### config.mk
export PLATFORM = sky130hd
export DESIGN_NAME = wdog_rst_supervisor
export DESIGN_NICKNAME = d
export VERILOG_FILES = /design/src/rtl/wdog_rst_pkg.sv /design/src/rtl/wd_period_decode.sv /design/src/rtl/sup_hold_timer.sv /design/src/rtl/wd_counter.sv /design/src/rtl/wdog_rst_supervisor.sv
export SDC_FILE = /design/constraint.sdc
export NUM_CORES = 1
export LEC_CHECK = 0
export ABC_AREA = 1
export BUFFER_PORTS_ARGS = -buffer_cell sky130_fd_sc_hd__buf_2
export CAP_MARGIN = 5
export CORE_ASPECT_RATIO = 1.5
export CORE_MARGIN = 1
export CORE_UTILIZATION = 57
export CTS_CLUSTER_SIZE = 24
export DETAILED_ROUTE_END_ITERATION = 6
export PLACE_DENSITY = 0.77
export SKIP_LAST_GASP = 1
export SYNTH_ARGS = -nofsm -noshare
export SYNTH_HDL_FRONTEND = slang
export SYNTH_HIERARCHICAL = 1
export SYNTH_SLANG_ARGS = --single-unit
export TNS_END_PERCENT = 50
### constraint.sdc
create_clock -name clk -period 1.6 [get_ports clk]
set_clock_uncertainty 0.15 [all_clocks]
set_input_delay 0.16 -clock clk [delete_from_list [all_inputs] [get_ports clk]]
set_output_delay 0.16 -clock clk [all_outputs]
set_load 0.01 [all_outputs]
### src/rtl/wdog_rst_pkg.sv
package wdog_rst_pkg;

  typedef enum logic [0:0] {
    SUP_HOLD = 1'b0,
    SUP_RUN  = 1'b1
  } sup_state_e;

  typedef enum logic [1:0] {
    WD_SEL_SHORT = 2'b00,
    WD_SEL_MID   = 2'b01,
    WD_SEL_LONG  = 2'b10,
    WD_SEL_OFF   = 2'b11
  } wd_sel_e;

endpackage

### src/rtl/wd_period_decode.sv
module wd_period_decode #(
  parameter int unsigned PERIOD0_TICKS = 8192,
  parameter int unsigned PERIOD1_TICKS = 24576,
  parameter int unsigned PERIOD2_TICKS = 49152,
  parameter int unsigned CW            = 16
) (
  input  logic [1:0]    sel,
  output logic [CW-1:0] limit,
  output logic          enable
);
  import wdog_rst_pkg::*;

  localparam logic [CW-1:0] LIM0 = CW'(PERIOD0_TICKS - 1);
  localparam logic [CW-1:0] LIM1 = CW'(PERIOD1_TICKS - 1);
  localparam logic [CW-1:0] LIM2 = CW'(PERIOD2_TICKS - 1);

  always_comb begin
    enable = 1'b1;
    unique case (wd_sel_e'(sel))
      WD_SEL_SHORT: limit = LIM0;
      WD_SEL_MID:   limit = LIM1;
      WD_SEL_LONG:  limit = LIM2;
      default: begin
        limit  = LIM0;
        enable = 1'b0;
      end
    endcase
  end

endmodule

### src/rtl/sup_hold_timer.sv
module sup_hold_timer #(
  parameter int unsigned PULSE_TICKS = 8192,
  parameter int unsigned CW          = 16
) (
  input  logic clk,
  input  logic rst_n,
  input  logic clr,
  input  logic cnt_en,
  output logic done
);
  localparam logic [CW-1:0] LAST = CW'(PULSE_TICKS - 1);

  logic [CW-1:0] cnt_q;
  logic [CW-1:0] cnt_d;

  assign done = cnt_en && !clr && (cnt_q >= LAST);

  always_comb begin
    cnt_d = cnt_q;
    if (clr || done) begin
      cnt_d = '0;
    end else if (cnt_en) begin
      cnt_d = cnt_q + 1'b1;
    end
  end

  always_ff @(posedge clk or negedge rst_n) begin
    if (!rst_n) begin
      cnt_q <= '0;
    end else begin
      cnt_q <= cnt_d;
    end
  end

  // the release delay only ever steps by one tick or returns to zero
  assert_hold_step_R1: assert property (@(posedge clk) disable iff (!rst_n)
    (cnt_en && !clr && !done) |=> (cnt_q == $past(cnt_q) + 1'b1));

  assert_hold_clear_R2: assert property (@(posedge clk) disable iff (!rst_n)
    clr |=> (cnt_q == '0));

endmodule

### src/rtl/wd_counter.sv
module wd_counter #(
  parameter int unsigned CW = 16
) (
  input  logic          clk,
  input  logic          rst_n,
  input  logic          clr,
  input  logic          cnt_en,
  input  logic [CW-1:0] limit,
  output logic          expire
);
  logic [CW-1:0] cnt_q;
  logic [CW-1:0] cnt_d;

  assign expire = cnt_en && !clr && (cnt_q >= limit);

  always_comb begin
    cnt_d = cnt_q;
    if (clr || expire) begin
      cnt_d = '0;
    end else if (cnt_en) begin
      cnt_d = cnt_q + 1'b1;
    end
  end

  always_ff @(posedge clk or negedge rst_n) begin
    if (!rst_n) begin
      cnt_q <= '0;
    end else begin
      cnt_q <= cnt_d;
    end
  end

  // a reload request leaves the count at zero
  assert_kick_reload_R5: assert property (@(posedge clk) disable iff (!rst_n)
    clr |=> (cnt_q == '0));

  // without a count enable the count never moves unless cleared
  assert_count_stall_R9: assert property (@(posedge clk) disable iff (!rst_n)
    (!cnt_en && !clr) |=> $stable(cnt_q));

endmodule

### src/rtl/wdog_rst_supervisor.sv
module wdog_rst_supervisor #(
  parameter int unsigned PULSE_TICKS   = 8192,
  parameter int unsigned PERIOD0_TICKS = 8192,
  parameter int unsigned PERIOD1_TICKS = 24576,
  parameter int unsigned PERIOD2_TICKS = 49152
) (
  input  logic       clk,
  input  logic       rst_n,
  input  logic       tick,
  input  logic       supply_low,
  input  logic       wd_kick,
  input  logic [1:0] wd_sel,
  output logic       rst_pull_low
);
  import wdog_rst_pkg::*;

  localparam int unsigned MAX_P01 = (PERIOD0_TICKS > PERIOD1_TICKS) ? PERIOD0_TICKS : PERIOD1_TICKS;
  localparam int unsigned MAX_WD  = (MAX_P01 > PERIOD2_TICKS) ? MAX_P01 : PERIOD2_TICKS;
  localparam int unsigned MAX_ALL = (MAX_WD > PULSE_TICKS) ? MAX_WD : PULSE_TICKS;
  localparam int unsigned CW      = $clog2(MAX_ALL) + 1;

  sup_state_e    state_q;
  sup_state_e    state_d;
  logic [CW-1:0] wd_limit;
  logic          wd_enable;
  logic          hold_clr;
  logic          hold_en;
  logic          hold_done;
  logic          wd_clr;
  logic          wd_en;
  logic          wd_expire;

  wd_period_decode #(
    .PERIOD0_TICKS(PERIOD0_TICKS),
    .PERIOD1_TICKS(PERIOD1_TICKS),
    .PERIOD2_TICKS(PERIOD2_TICKS),
    .CW           (CW)
  ) u_decode (
    .sel   (wd_sel),
    .limit (wd_limit),
    .enable(wd_enable)
  );

  assign hold_clr = supply_low || (state_q == SUP_RUN);
  assign hold_en  = (state_q == SUP_HOLD) && tick && !supply_low;

  sup_hold_timer #(
    .PULSE_TICKS(PULSE_TICKS),
    .CW         (CW)
  ) u_hold (
    .clk   (clk),
    .rst_n (rst_n),
    .clr   (hold_clr),
    .cnt_en(hold_en),
    .done  (hold_done)
  );

  // A kick only reaches the counter in the released state; in HOLD the
  // counter is held clear anyway, so the strobe has no effect there.
  assign wd_clr = (state_q == SUP_HOLD) || !wd_enable || wd_kick;
  assign wd_en  = (state_q == SUP_RUN) && tick && wd_enable && !supply_low;

  wd_counter #(
    .CW(CW)
  ) u_wd (
    .clk   (clk),
    .rst_n (rst_n),
    .clr   (wd_clr),
    .cnt_en(wd_en),
    .limit (wd_limit),
    .expire(wd_expire)
  );

  always_comb begin
    state_d = state_q;
    if (supply_low) begin
      state_d = SUP_HOLD;
    end else if ((state_q == SUP_HOLD) && hold_done) begin
      state_d = SUP_RUN;
    end else if ((state_q == SUP_RUN) && wd_expire) begin
      state_d = SUP_HOLD;
    end
  end

  always_ff @(posedge clk or negedge rst_n) begin
    if (!rst_n) begin
      state_q <= SUP_HOLD;
    end else begin
      state_q <= state_d;
    end
  end

  assign rst_pull_low = (state_q == SUP_HOLD);

  // a low supply pulls the line low on the following edge
  assert_lowv_forces_reset_R2: assert property (@(posedge clk) disable iff (!rst_n)
    supply_low |=> rst_pull_low);

  // a disabled watchdog never ends the released state by itself
  assert_wd_off_no_reset_R6: assert property (@(posedge clk) disable iff (!rst_n)
    (!rst_pull_low && (wd_sel == 2'b11) && !supply_low) |=> !rst_pull_low);

  // no tick, no change of the line unless the supply drops
  assert_no_tick_no_change_R9: assert property (@(posedge clk) disable iff (!rst_n)
    (!tick && !supply_low) |=> $stable(rst_pull_low));

endmodule

==> impl_summary.txt, run 1 <==
----------------------------------------------------
[Critical path]
  Crit end category ... flop
  Critical register-to-register path startpoint ... u_wd/cnt_q[14]
  Worst R2R End ... u_wd/cnt_q[1]
  Startpoint types ... flop
  Worst reg-to-reg setup slack ... -270 ps
  Critical path arrival ... 1920 ps
  Crit Path Class ... reg2reg
  Setup crit end ... u_wd/cnt_q[1]
  Worst-path maximum fanout ... 2
  Most Frequent Cell on Critical Path ... nand2_1
  Worst endpoint required time ... 1650 ps
  Worst R2R Path Depth ... 10
  Critical Path Slowest Stage Cell ... dfrtp_1
  Delay of the slowest cell on the worst path ... 420 ps
  Cell chain of the critical path ... ha_4 > a21o_1 > nand2_1 > nand2_1 > buf_4 > inv_1 > nand2_1 > nor2_1 > nand3_1 > o21ai_0
  Launching instance or port of the critical path ... u_wd/cnt_q[14]

[Detailed routing]
  Wire per inst ... 12.6 µm
  Initial drt markers ... 72
  Detailed Route WL ... 6200 µm
  Total number of vias ... 2,428
  Post-route ant nets ... 0
  DRT Pass-1 Iters ... 4
  DRC violations left ... 0
  Average via count per standard cell ... 4.93

[Power and ir drop]
  Switching power total ... 413 µW
  Maximum vdd ir drop ... 0.727 mV
  Relative contribution of combinational cells to total power ... 10.7%
  Switching power share of the total ... 23.2%
  Flop pwr share ... 50.1%
  Cell-internal power ... 1360 µW
  Areal power density over the cells ... 501 nW/µm²
  Clock power share ... 39.2%
  Leak pwr ... 0.00189 µW
  Final Power ... 1770 µW

[Placement]
  Placed Instance Area ... 3110 µm²
  Placer congestion estimate ... 0.839
  Detail Placement HPWL ... 4080 µm
  Port-buffer cells ... 7
  DP Cell Count ... 473

[Clock network]
  CTS clock-pin slew for the worst setup and hold paths ... 70 ps
  Latest clock arrival within the worst-skew pair ... 280 ps
  Clock buffer depth ... 2
  Clock tree from TritonCTS ... done
  Total CTS buffers ... 5
  Clock tree sinks ... 35
  CTS H-tree depth ... 2
  Root buffer cell ... clkbuf_8

[STA]
  Final count of pins violating max slew ... 0
  Final Hold Slack ... 84.4 ps
  Final critical-path share of the clock period ... 117%
  Hold violation count in the final report ... 0
  Post-Route Setup TNS ... -3980 ps
  RSZ-0062 raised after global routing ... true
  Period minus WS final ... 1870 ps
  Final setup viols ... 26
  Achievable Freq ... 0.536 GHz
  Crit path setup slack, layout ... -265 ps

[Die]
  Starting Density ... 59.4%
  Overall die area ... 4980 µm²
  Horizontal die dimension ... 57.9 µm
  Core footprint ... 4500 µm²
  Die Y-Extent ... 85.9 µm
  I/O Pins ... 8
  Std cell rows ... 30

[Global route]
  Largest net degree at the start of global routing ... 36
  Antenna violations before repair ... 0
  Global-route wire length before repair ... 9750 µm
  Total global routing track utilization ... 25.4%
  Vias in the first global route ... 2,374
  Global-route congestion overflow total ... 0

[Logic synthesis]
  Number of register bits inferred by synthesis ... 35
  Largest area contributor in the netlist ... dfrtp_1
  Post-Syn Area per Cell ... 7.17 µm²
  Biggest area contributors in the synthesized netlist ... dfrtp_1 (33%), nand2_1 (11%), inv_1 (9.8%), ha_1 (8.9%), nor2_1 (7.6%)
  Post-Synthesis Cells ... 373
  Yosys warnings ... 6
  Register area share after synthesis ... 32.7%
  Cell variety after synth ... 26
  Area fraction of the dominant cell type after synthesis ... 32.7%
  Synth Cell Area ... 2680 µm²

[Finish]
  Multi-input logic area ... 1720 µm²
  Final net count ... 469
  Fraction of layout instances using a drive strength above 1 ... 32.9%
  Fillers ... 306
  Number of antenna cells inserted ... 0
  Relative area change from synthesis to final layout ... 32.3%
  Total non-filler cell area in the finished layout ... 3540 µm²
  Register Area ... 876 µm²
  Cell Count, Final, Fillers Out ... 492

[Worst hold path]
  Min-delay worst type ... in2reg
  Startpoint of the tightest hold check path ... supply_low

[Flow run]
  Max-cap violations ... 0

[Run status]
  Failing checks ... setup timing
  Run status ... finished, violations left

----------------------------------------------------
[registers in the layout, summed over array words and instances, names as in the netlist]
| register | cells |
|---|---|
| state_q | 1 |
| u_hold/cnt_q | 17 |
| u_wd/cnt_q | 17 |
[metal layers]
metal | up-vias | wire length (µm) | global-route usage (%)
li1 | 1238 | - | -
met1 | 1128 | 2330 | 24.7
met2 | 40 | 3530 | 52.0
met3 | 22 | 150 | 3.17
met4 | 0 | 195 | 8.44
met5 | - | 0 | 0
[critical path, delay by kind of cell (launching register included)]
family	cells	cell delay, ps
AND/OR/NAND/NOR	5	440
flip-flops	1	420
AO/OA/AOI/OAI	2	340
adder cells (fa/ha/maj)	1	240
buffers and inverters	2	190
[how the worst min path moves through the flow]
stage | endpoint | depth (start not counted)
after CTS | state_q | 5
after global routing | state_q | 5
after global placement | u_hold/cnt_q[1] | 2
after floorplan | state_q | 0
after detailed placement | u_hold/cnt_q[2] | 2
final | state_q | 5
[repair_timing]
item | CTS | global route
setup endpoints to repair | 26 | 31
buffers inserted | 5 | 4
gates cloned | 1 | 0
pin swaps | 21 | 19
hold buffers | 1 | 0
resized for setup | 22 | 24
hold endpoints to repair | 35 | 0
[final cells by class]
type,instances,area share (%)
tap,48,1.70
inverter,73,7.74
multi-input combinational,261,48.5
sequential,35,24.7
clock buffer,8,2.83
timing repair buffer,67,14.5
[power by group through the flow]
stage | sequential (µW) | clock (µW) | combinational, µW
floorplan | 907 | 0 | 108
global placement | 906 | 0 | 155
detailed placement | 906 | 0 | 159
CTS | 889 | 710 | 181
global route | 889 | 742 | 214
finish | 889 | 696 | 190
[cell usage after synthesis]
library cell   n
a21oi_1        5
a21o_1         4
nor3b_1        1
inv_2          3
xor2_1        14
nand2_1       79
nand4_1        4
nand3_2        5
or2_1          1
conb_1         2
ha_1          19
dfrtp_1       35
o21ai_0        3
nand3_1       21
nand3b_1       1
inv_1         70
buf_4         16
buf_12         1
nor3_1         5
nand2_4        1
nand2_2        6
nor2_2        15
nor3_2         1
nor2_1        54
xnor2_1        4
nor2_4         3
[cell usage in the layout (no fill, tap or decap), types with 2 or more instances in the layout]
| master | count |
|---|---|
| xnor2_1 | 4 |
| ha_1 | 9 |
| nand2_1 | 71 |
| dfrtp_1 | 35 |
| nor3_1 | 5 |
| nand4_1 | 4 |
| nand3_2 | 5 |
| buf_2 | 7 |
| nor2_4 | 12 |
| xor2_1 | 12 |
| inv_1 | 66 |
| inv_2 | 7 |
| nand2_2 | 11 |
| o21ai_0 | 2 |
| nor2_2 | 18 |
| nand2_4 | 3 |
| nand2_8 | 2 |
| a21oi_1 | 5 |
| nor2_1 | 42 |
| xor2_2 | 2 |
| nand3_1 | 21 |
| buf_4 | 57 |
| clkbuf_8 | 7 |
| conb_1 | 14 |
| buf_12 | 2 |
| a21o_1 | 4 |
| ha_4 | 10 |
[cell families after synthesis]
logic type | after synthesis | share of synthesized area (%)
flip-flops | 35 | 32.7
other | 2 | 0.281
AO/OA/AOI/OAI | 12 | 2.62
AND/OR/NAND/NOR | 197 | 34.1
buffers and inverters | 90 | 15.5
adder cells (fa/ha/maj) | 19 | 8.89
XOR/XNOR | 18 | 5.89
[through the flow]
step	worst slack (ps)	util [%]
floorplan	-124	-
global placement	-235	69.1
detailed placement	-331	69.1
CTS	-202	75.8
global route	-345	78.6
finish	-265	78.6
(Power assumes the default switching activity.)
==> run 2, diff against run 1 <==
--- a/config.mk
+++ b/config.mk
@@ -10,7 +10,7 @@
 export CAP_MARGIN = 5
 export CORE_ASPECT_RATIO = 1.5
 export CORE_MARGIN = 1
-export CORE_UTILIZATION = 57
+export CORE_UTILIZATION = 60
 export CTS_CLUSTER_SIZE = 24
 export DETAILED_ROUTE_END_ITERATION = 6
 export PLACE_DENSITY = 0.77
==> constraint.sdc (replaced) <==
create_clock -name clk -period 2.2 [get_ports clk]
set_clock_uncertainty 0.15 [all_clocks]
set_input_delay 0.22 -clock clk [delete_from_list [all_inputs] [get_ports clk]]
set_output_delay 0.22 -clock clk [all_outputs]
set_load 0.01 [all_outputs]
==> run 2 against run 1 <==
Effect of this change:
- power fell by 33%
- largest power group unchanged
- fmax fell by 3.1%
- core utilization fell by 13 points
- clock power fell by 33%
- the flow now finishes without violations
- sequential power fell by 27%
- combinational power fell by 55%
==> impl_summary.txt, run 2 (synthesized netlist as in run 1, its figures left out) <==
----------------------------------------------------
[Clock network]
  Clock buffer depth ... 2
  Number of setup buffers added after CTS ... 0
  CTS clock-pin slew for the worst setup and hold paths ... 70 ps
  Latest clock arrival within the worst-skew pair ... 280 ps
  Post-cts sizing count ... 0
  Total CTS buffers ... 5
  Root buffer cell ... clkbuf_8
  Hold-fix buffers, CTS ... 1
  CTS H-tree depth ... 2
  Clock tree sinks ... 35
  Clock tree from TritonCTS ... done

[Die]
  Die Y-Extent ... 83.8 µm
  I/O Pins ... 8
  Overall die area ... 4730 µm²
  Std cell rows ... 29
  Starting Density ... 63.0%
  Horizontal die dimension ... 56.5 µm
  Core footprint ... 4250 µm²

[Global route]
  Global-route wire length before repair ... 8400 µm
  Global-route track usage on met1 ... 21.4%
  Peak-usage layer in the global routing report ... met2
  Total global routing track utilization ... 23.0%
  Largest net degree at the start of global routing ... 36
  Met3 capacity usage during global routing ... 3.26%
  Global-route congestion overflow total ... 0
  Antenna violations before repair ... 0
  Vias in the first global route ... 2,157
  Fraction of met2 tracks used by global routing ... 43.2%

[Critical path]
  Crit end category ... flop
  Critical Path Slowest Stage Cell ... dfrtp_1
  Crit Path Class ... reg2reg
  Delay of the slowest cell on the worst path ... 450 ps
  Startpoint types ... flop
  Critical path arrival ... 1940 ps
  Most Frequent Cell on Critical Path ... nor2_1
  Worst-path maximum fanout ... 15
  Cell chain of the critical path ... ha_1 > nand2_1 > nor2_1 > nand3_1 > nor2_1 > nor2_1 > nand3_1 > nand2_2 > nand2_4 > nor2_1
  Worst endpoint required time ... 2220 ps

[Power and ir drop]
  Leak pwr ... 0.00155 µW
  Switching power share of the total ... 23.4%
  Cell-internal power ... 916 µW
  Clock power share ... 38.7%
  Relative contribution of combinational cells to total power ... 7.1%
  Maximum vdd ir drop ... 0.503 mV
  Switching power total ... 279 µW
  Areal power density over the cells ... 431 nW/µm²
  Flop pwr share ... 54.2%

[Detailed routing]
  Post-route ant nets ... 0
  Initial drt markers ... 59
  Average via count per standard cell ... 4.90
  Detailed Route WL ... 4820 µm
  Total number of vias ... 2,101
  Wire per inst ... 11.2 µm
  DRC violations left ... 0
  DRT Pass-1 Iters ... 4

[Flow run]
  Max-cap violations ... 0

[STA]
  Final setup viols ... 0
  Final critical-path share of the clock period ... 87.5%
  Post-Route Setup TNS ... 0 ps
  RSZ-0062 raised after global routing ... false
  Slew of the pin with the lowest slew margin ... 776 ps
  Achievable Freq ... 0.519 GHz
  Crit path setup slack, layout ... 275 ps
  Hold violation count in the final report ... 0
  Worst rel slew slack ... 48.3%
  Period minus WS final ... 1930 ps
  Final count of pins violating max slew ... 0

[Finish]
  Cell Count, Final, Fillers Out ... 429
  Total non-filler cell area in the finished layout ... 2770 µm²
  Highest-count cells in the layout ignoring fill and taps ... nand2_1 (79), inv_1 (70), nor2_1 (54)
  Fillers ... 387
  Relative area change from synthesis to final layout ... 3.55%
  Final Util ... 65.3%
  Final net count ... 409
  Number of antenna cells inserted ... 0
  Biggest registers after layout ... u_hold/cnt_q (17), u_wd/cnt_q (17), state_q (1)
  Most frequent standard cell in the layout excluding fill and tap cells ... nand2_1
  Fraction of layout instances using a drive strength above 1 ... 12.5%

[Worst hold path]
  Min-delay worst type ... in2reg

[Placement]
  Placed Instance Area ... 2670 µm²
  Placer congestion estimate ... 0.868
  Pre-CTS setup slack ... 210 ps
  Detail Placement HPWL ... 3790 µm
  Port-buffer cells ... 7
  DP Cell Count ... 421

[Run status]
  Run status ... finished clean

----------------------------------------------------
run 2: final cells by class:
class                           count  area (µm²)  share of cell area, %
Inverter                           73         274                   9.89
Tap cell                           46        57.6                   2.08
Sequential cell                    35         876                   31.6
Timing Repair Buffer                8        45.0                   1.63
Clock inverter                      1        5.00                  0.181
Multi-Input combinational cell    260        1430                   51.6
Clock buffer                        6        82.6                   2.98
run 2: power groups by stage:
stage               registers [µW]  logic (µW)  clock network (µW)
global placement               660        81.4                   0
CTS                            647        85.0                 482
detailed placement             660        83.2                   0
finish                         648        84.8                 463
floorplan                      659        73.4                   0
global route                   647        99.9                 504
run 2: path summary, 6_finish.rpt:
| check | from | end | slack [ps] | cells past startpoint |
|---|---|---|---|---|
| worst min-delay path | supply_low | state_q | 40 | 4 |
| worst max-delay path | u_wd/cnt_q[13] | u_wd/cnt_q[10] | 270 | 10 |
| worst min register to register | u_hold/cnt_q[16] | u_hold/cnt_q[16] | 350 | 2 |
| min in group asynchronous | rst_n | state_q | 400 | 2 |
| max in group asynchronous | rst_n | u_hold/cnt_q[4] | 1010 | 2 |
| worst max register to register | u_wd/cnt_q[13] | u_wd/cnt_q[10] | 270 | 10 |
run 2: worst max-delay path, delay by kind of cell, from the launching register on:
family        cells  cell delay, ps
fa+ha+maj         1             300
flops             1             450
simple gates      9             910
run 2: routing by layer:
layer / vias to the layer above / share of wire, %
li1: 1115 / -
met1: 944 / 39
met2: 23 / 54
met3: 19 / 1.6
met4: 0 / 4.8
met5: - / 0
run 2: metrics by stage:
step / power [µW] / hold WS, ps
CTS: 1210 / 28.5
finish: 1200 / 39.3
global route: 1250 / 45.6
global placement: 741 / 188
floorplan: 733 / -226
detailed placement: 743 / 192
==> run 3, diff against run 2 <==
--- a/config.mk
+++ b/config.mk
@@ -10,10 +10,9 @@
 export CAP_MARGIN = 5
 export CORE_ASPECT_RATIO = 1.5
 export CORE_MARGIN = 1
-export CORE_UTILIZATION = 60
+export CORE_UTILIZATION = 35
 export CTS_CLUSTER_SIZE = 24
 export DETAILED_ROUTE_END_ITERATION = 6
-export PLACE_DENSITY = 0.77
 export SKIP_LAST_GASP = 1
 export SYNTH_ARGS = -nofsm -noshare
 export SYNTH_HDL_FRONTEND = slang
==> run 3 against run 2 <==
Effect of this change:
- critical endpoint is now u_wd/cnt_q[11]
- power fell by 0.52%
- cell area grew 2.3%
- sequential share of layout area shrank 0.73 points
- die area up 69%
- core utilization down 27 points
- fmax increased by 0.39%
- setup slack better by 7.5 ps
- register-to-register slack is essentially flat
- critical path type unchanged
==> impl_summary.txt, run 3 (synthesized netlist as in run 1, its figures left out) <==
----------------------------------------------------
[Global route]
  Vias in the first global route ... 2,097
  Global-route wire length before repair ... 8780 µm
  Global-route congestion overflow total ... 0
  Largest net degree at the start of global routing ... 36
  Antenna violations before repair ... 0
  Total global routing track utilization ... 14.1%

[Critical path]
  Startpoint types ... flop
  Worst-path maximum fanout ... 15
  Critical path arrival ... 1940 ps
  Worst endpoint required time ... 2220 ps
  Worst R2R Path Depth ... 10
  Crit end category ... flop
  Crit Path Class ... reg2reg

[Clock network]
  CTS clock-pin slew for the worst setup and hold paths ... 70 ps
  Total CTS buffers ... 5
  CTS H-tree depth ... 2
  Post-cts sizing count ... 0
  Latest clock arrival within the worst-skew pair ... 290 ps
  Clock tree from TritonCTS ... done
  Clock buffer depth ... 2
  Clock tree sinks ... 35
  Root buffer cell ... clkbuf_8

[Power and ir drop]
  Areal power density over the cells ... 419 nW/µm²
  Maximum vdd ir drop ... 0.404 mV
  Leak pwr ... 0.00154 µW

[Finish]
  Final Util ... 38.7%
  Multi-input logic area ... 1430 µm²
  Total non-filler cell area in the finished layout ... 2840 µm²
  Final net count ... 409
  Fraction of layout instances using a drive strength above 1 ... 12.5%
  Fillers ... 798
  Cell Count, Final, Fillers Out ... 484
  Relative area change from synthesis to final layout ... 5.99%
  Number of antenna cells inserted ... 0
  Register Area ... 876 µm²
  Highest-count cells in the layout ignoring fill and taps ... nand2_1 (79), inv_1 (70), nor2_1 (54)
  Biggest registers after layout ... u_hold/cnt_q (17), u_wd/cnt_q (17), state_q (1)
  Most frequent standard cell in the layout excluding fill and tap cells ... nand2_1

[Placement]
  Detail Placement HPWL ... 3890 µm
  Placer congestion estimate ... 0.817
  Placed Instance Area ... 2740 µm²
  Port-buffer cells ... 7
  DP Cell Count ... 475

[Die]
  I/O Pins ... 8
  Starting Density ... 36.5%
  Overall die area ... 8000 µm²
  Horizontal die dimension ... 73.4 µm
  Die Y-Extent ... 109 µm
  Core footprint ... 7320 µm²
  Std cell rows ... 38

[Flow run]
  Max-cap violations ... 0

[Detailed routing]
  Post-route ant nets ... 0
  DRT Pass-1 Iters ... 4
  Average via count per standard cell ... 4.30
  Wire per inst ... 10.1 µm
  Initial drt markers ... 53
  Total number of vias ... 2,083
  DRC violations left ... 0
  Detailed Route WL ... 4870 µm

[STA]
  Final count of pins violating max slew ... 0
  Final critical-path share of the clock period ... 87.2%
  Achievable Freq ... 0.521 GHz
  Period minus WS final ... 1920 ps
  Final Hold Slack ... 22.6 ps
  Post-Route Setup TNS ... 0 ps
  RSZ-0062 raised after global routing ... false
  Final setup viols ... 0
  Worst rel slew slack ... 47.8%
  Slew of the pin with the lowest slew margin ... 783 ps
  Hold violation count in the final report ... 0

[Worst hold path]
  Min-delay worst type ... in2reg
  Hold Path Cell Cnt ... 4

[Run status]
  Run status ... finished clean

----------------------------------------------------
## run 3: cell count changes in the layout (fill, tap and decap cells not counted), sizes merged
| cell | change |
|---|---|
| clkinvlp | +1 |
## run 3: path summary, 6_finish.rpt
path | from | to | slack (ps)
setup / recovery | u_wd/cnt_q[13] | u_wd/cnt_q[11] | 280
hold / removal | supply_low | state_q | 20
setup reg to reg | u_wd/cnt_q[13] | u_wd/cnt_q[11] | 280
hold reg to reg | u_hold/cnt_q[15] | u_hold/cnt_q[15] | 350
max in group asynchronous | rst_n | u_hold/cnt_q[10] | 1000
min in group asynchronous | rst_n | u_hold/cnt_q[4] | 410
## run 3: per-stage QoR
| step | power (µW) | worst slack (ps) |
|---|---|---|
| floorplan | 733 | 374 |
| global placement | 743 | 227 |
| detailed placement | 744 | 179 |
| CTS | 1210 | 255 |
| global route | 1250 | 107 |
| finish | 1190 | 282 |
## run 3: layer usage
| layer | vias to the layer above | global-route usage [%] | wire length (µm) |
|---|---|---|---|
| li1 | 1113 | - | - |
| met5 | - | 0 | 0 |
| met2 | 17 | 27.6 | 2700 |
| met3 | 8 | 2.31 | 87 |
| met4 | 0 | 5.08 | 88 |
| met1 | 945 | 14.8 | 2000 |
## run 3: cell type report
class | count | area share (%)
multi-input cells | 260 | 50.4
flip-flops and latches | 35 | 30.9
clock buffers | 6 | 2.56
clock inverters | 2 | 0.441
inverters | 73 | 9.66
well taps | 100 | 4.41
repair buffers | 8 | 1.59
## run 3: what timing repair did
item / 4_1_cts / 5_1_grt
buffers inserted: 0 / 0
hold endpoints to repair: 35 / 0
hold buffers: 1 / 0
endpoints found under the setup margin: 0 / 0
## run 3: power by group
part	switching [µW]	leakage (µW)	internal [µW]
Clock	237	0.0000412	221
Combinational	58.8	0.00101	24.9
Sequential	2.02	0.000488	645
## run 3: worst max-delay path: stages, from the launching register on
cell and delay [ps]:
dfrtp_1 440, ha_1 290, nand2_1 100, nor2_4 120, nand2_1 70, nor2_1 110, nor2_1 50, nand3_1 90
nand2_2 80, nand2_4 210, nor2_1 80
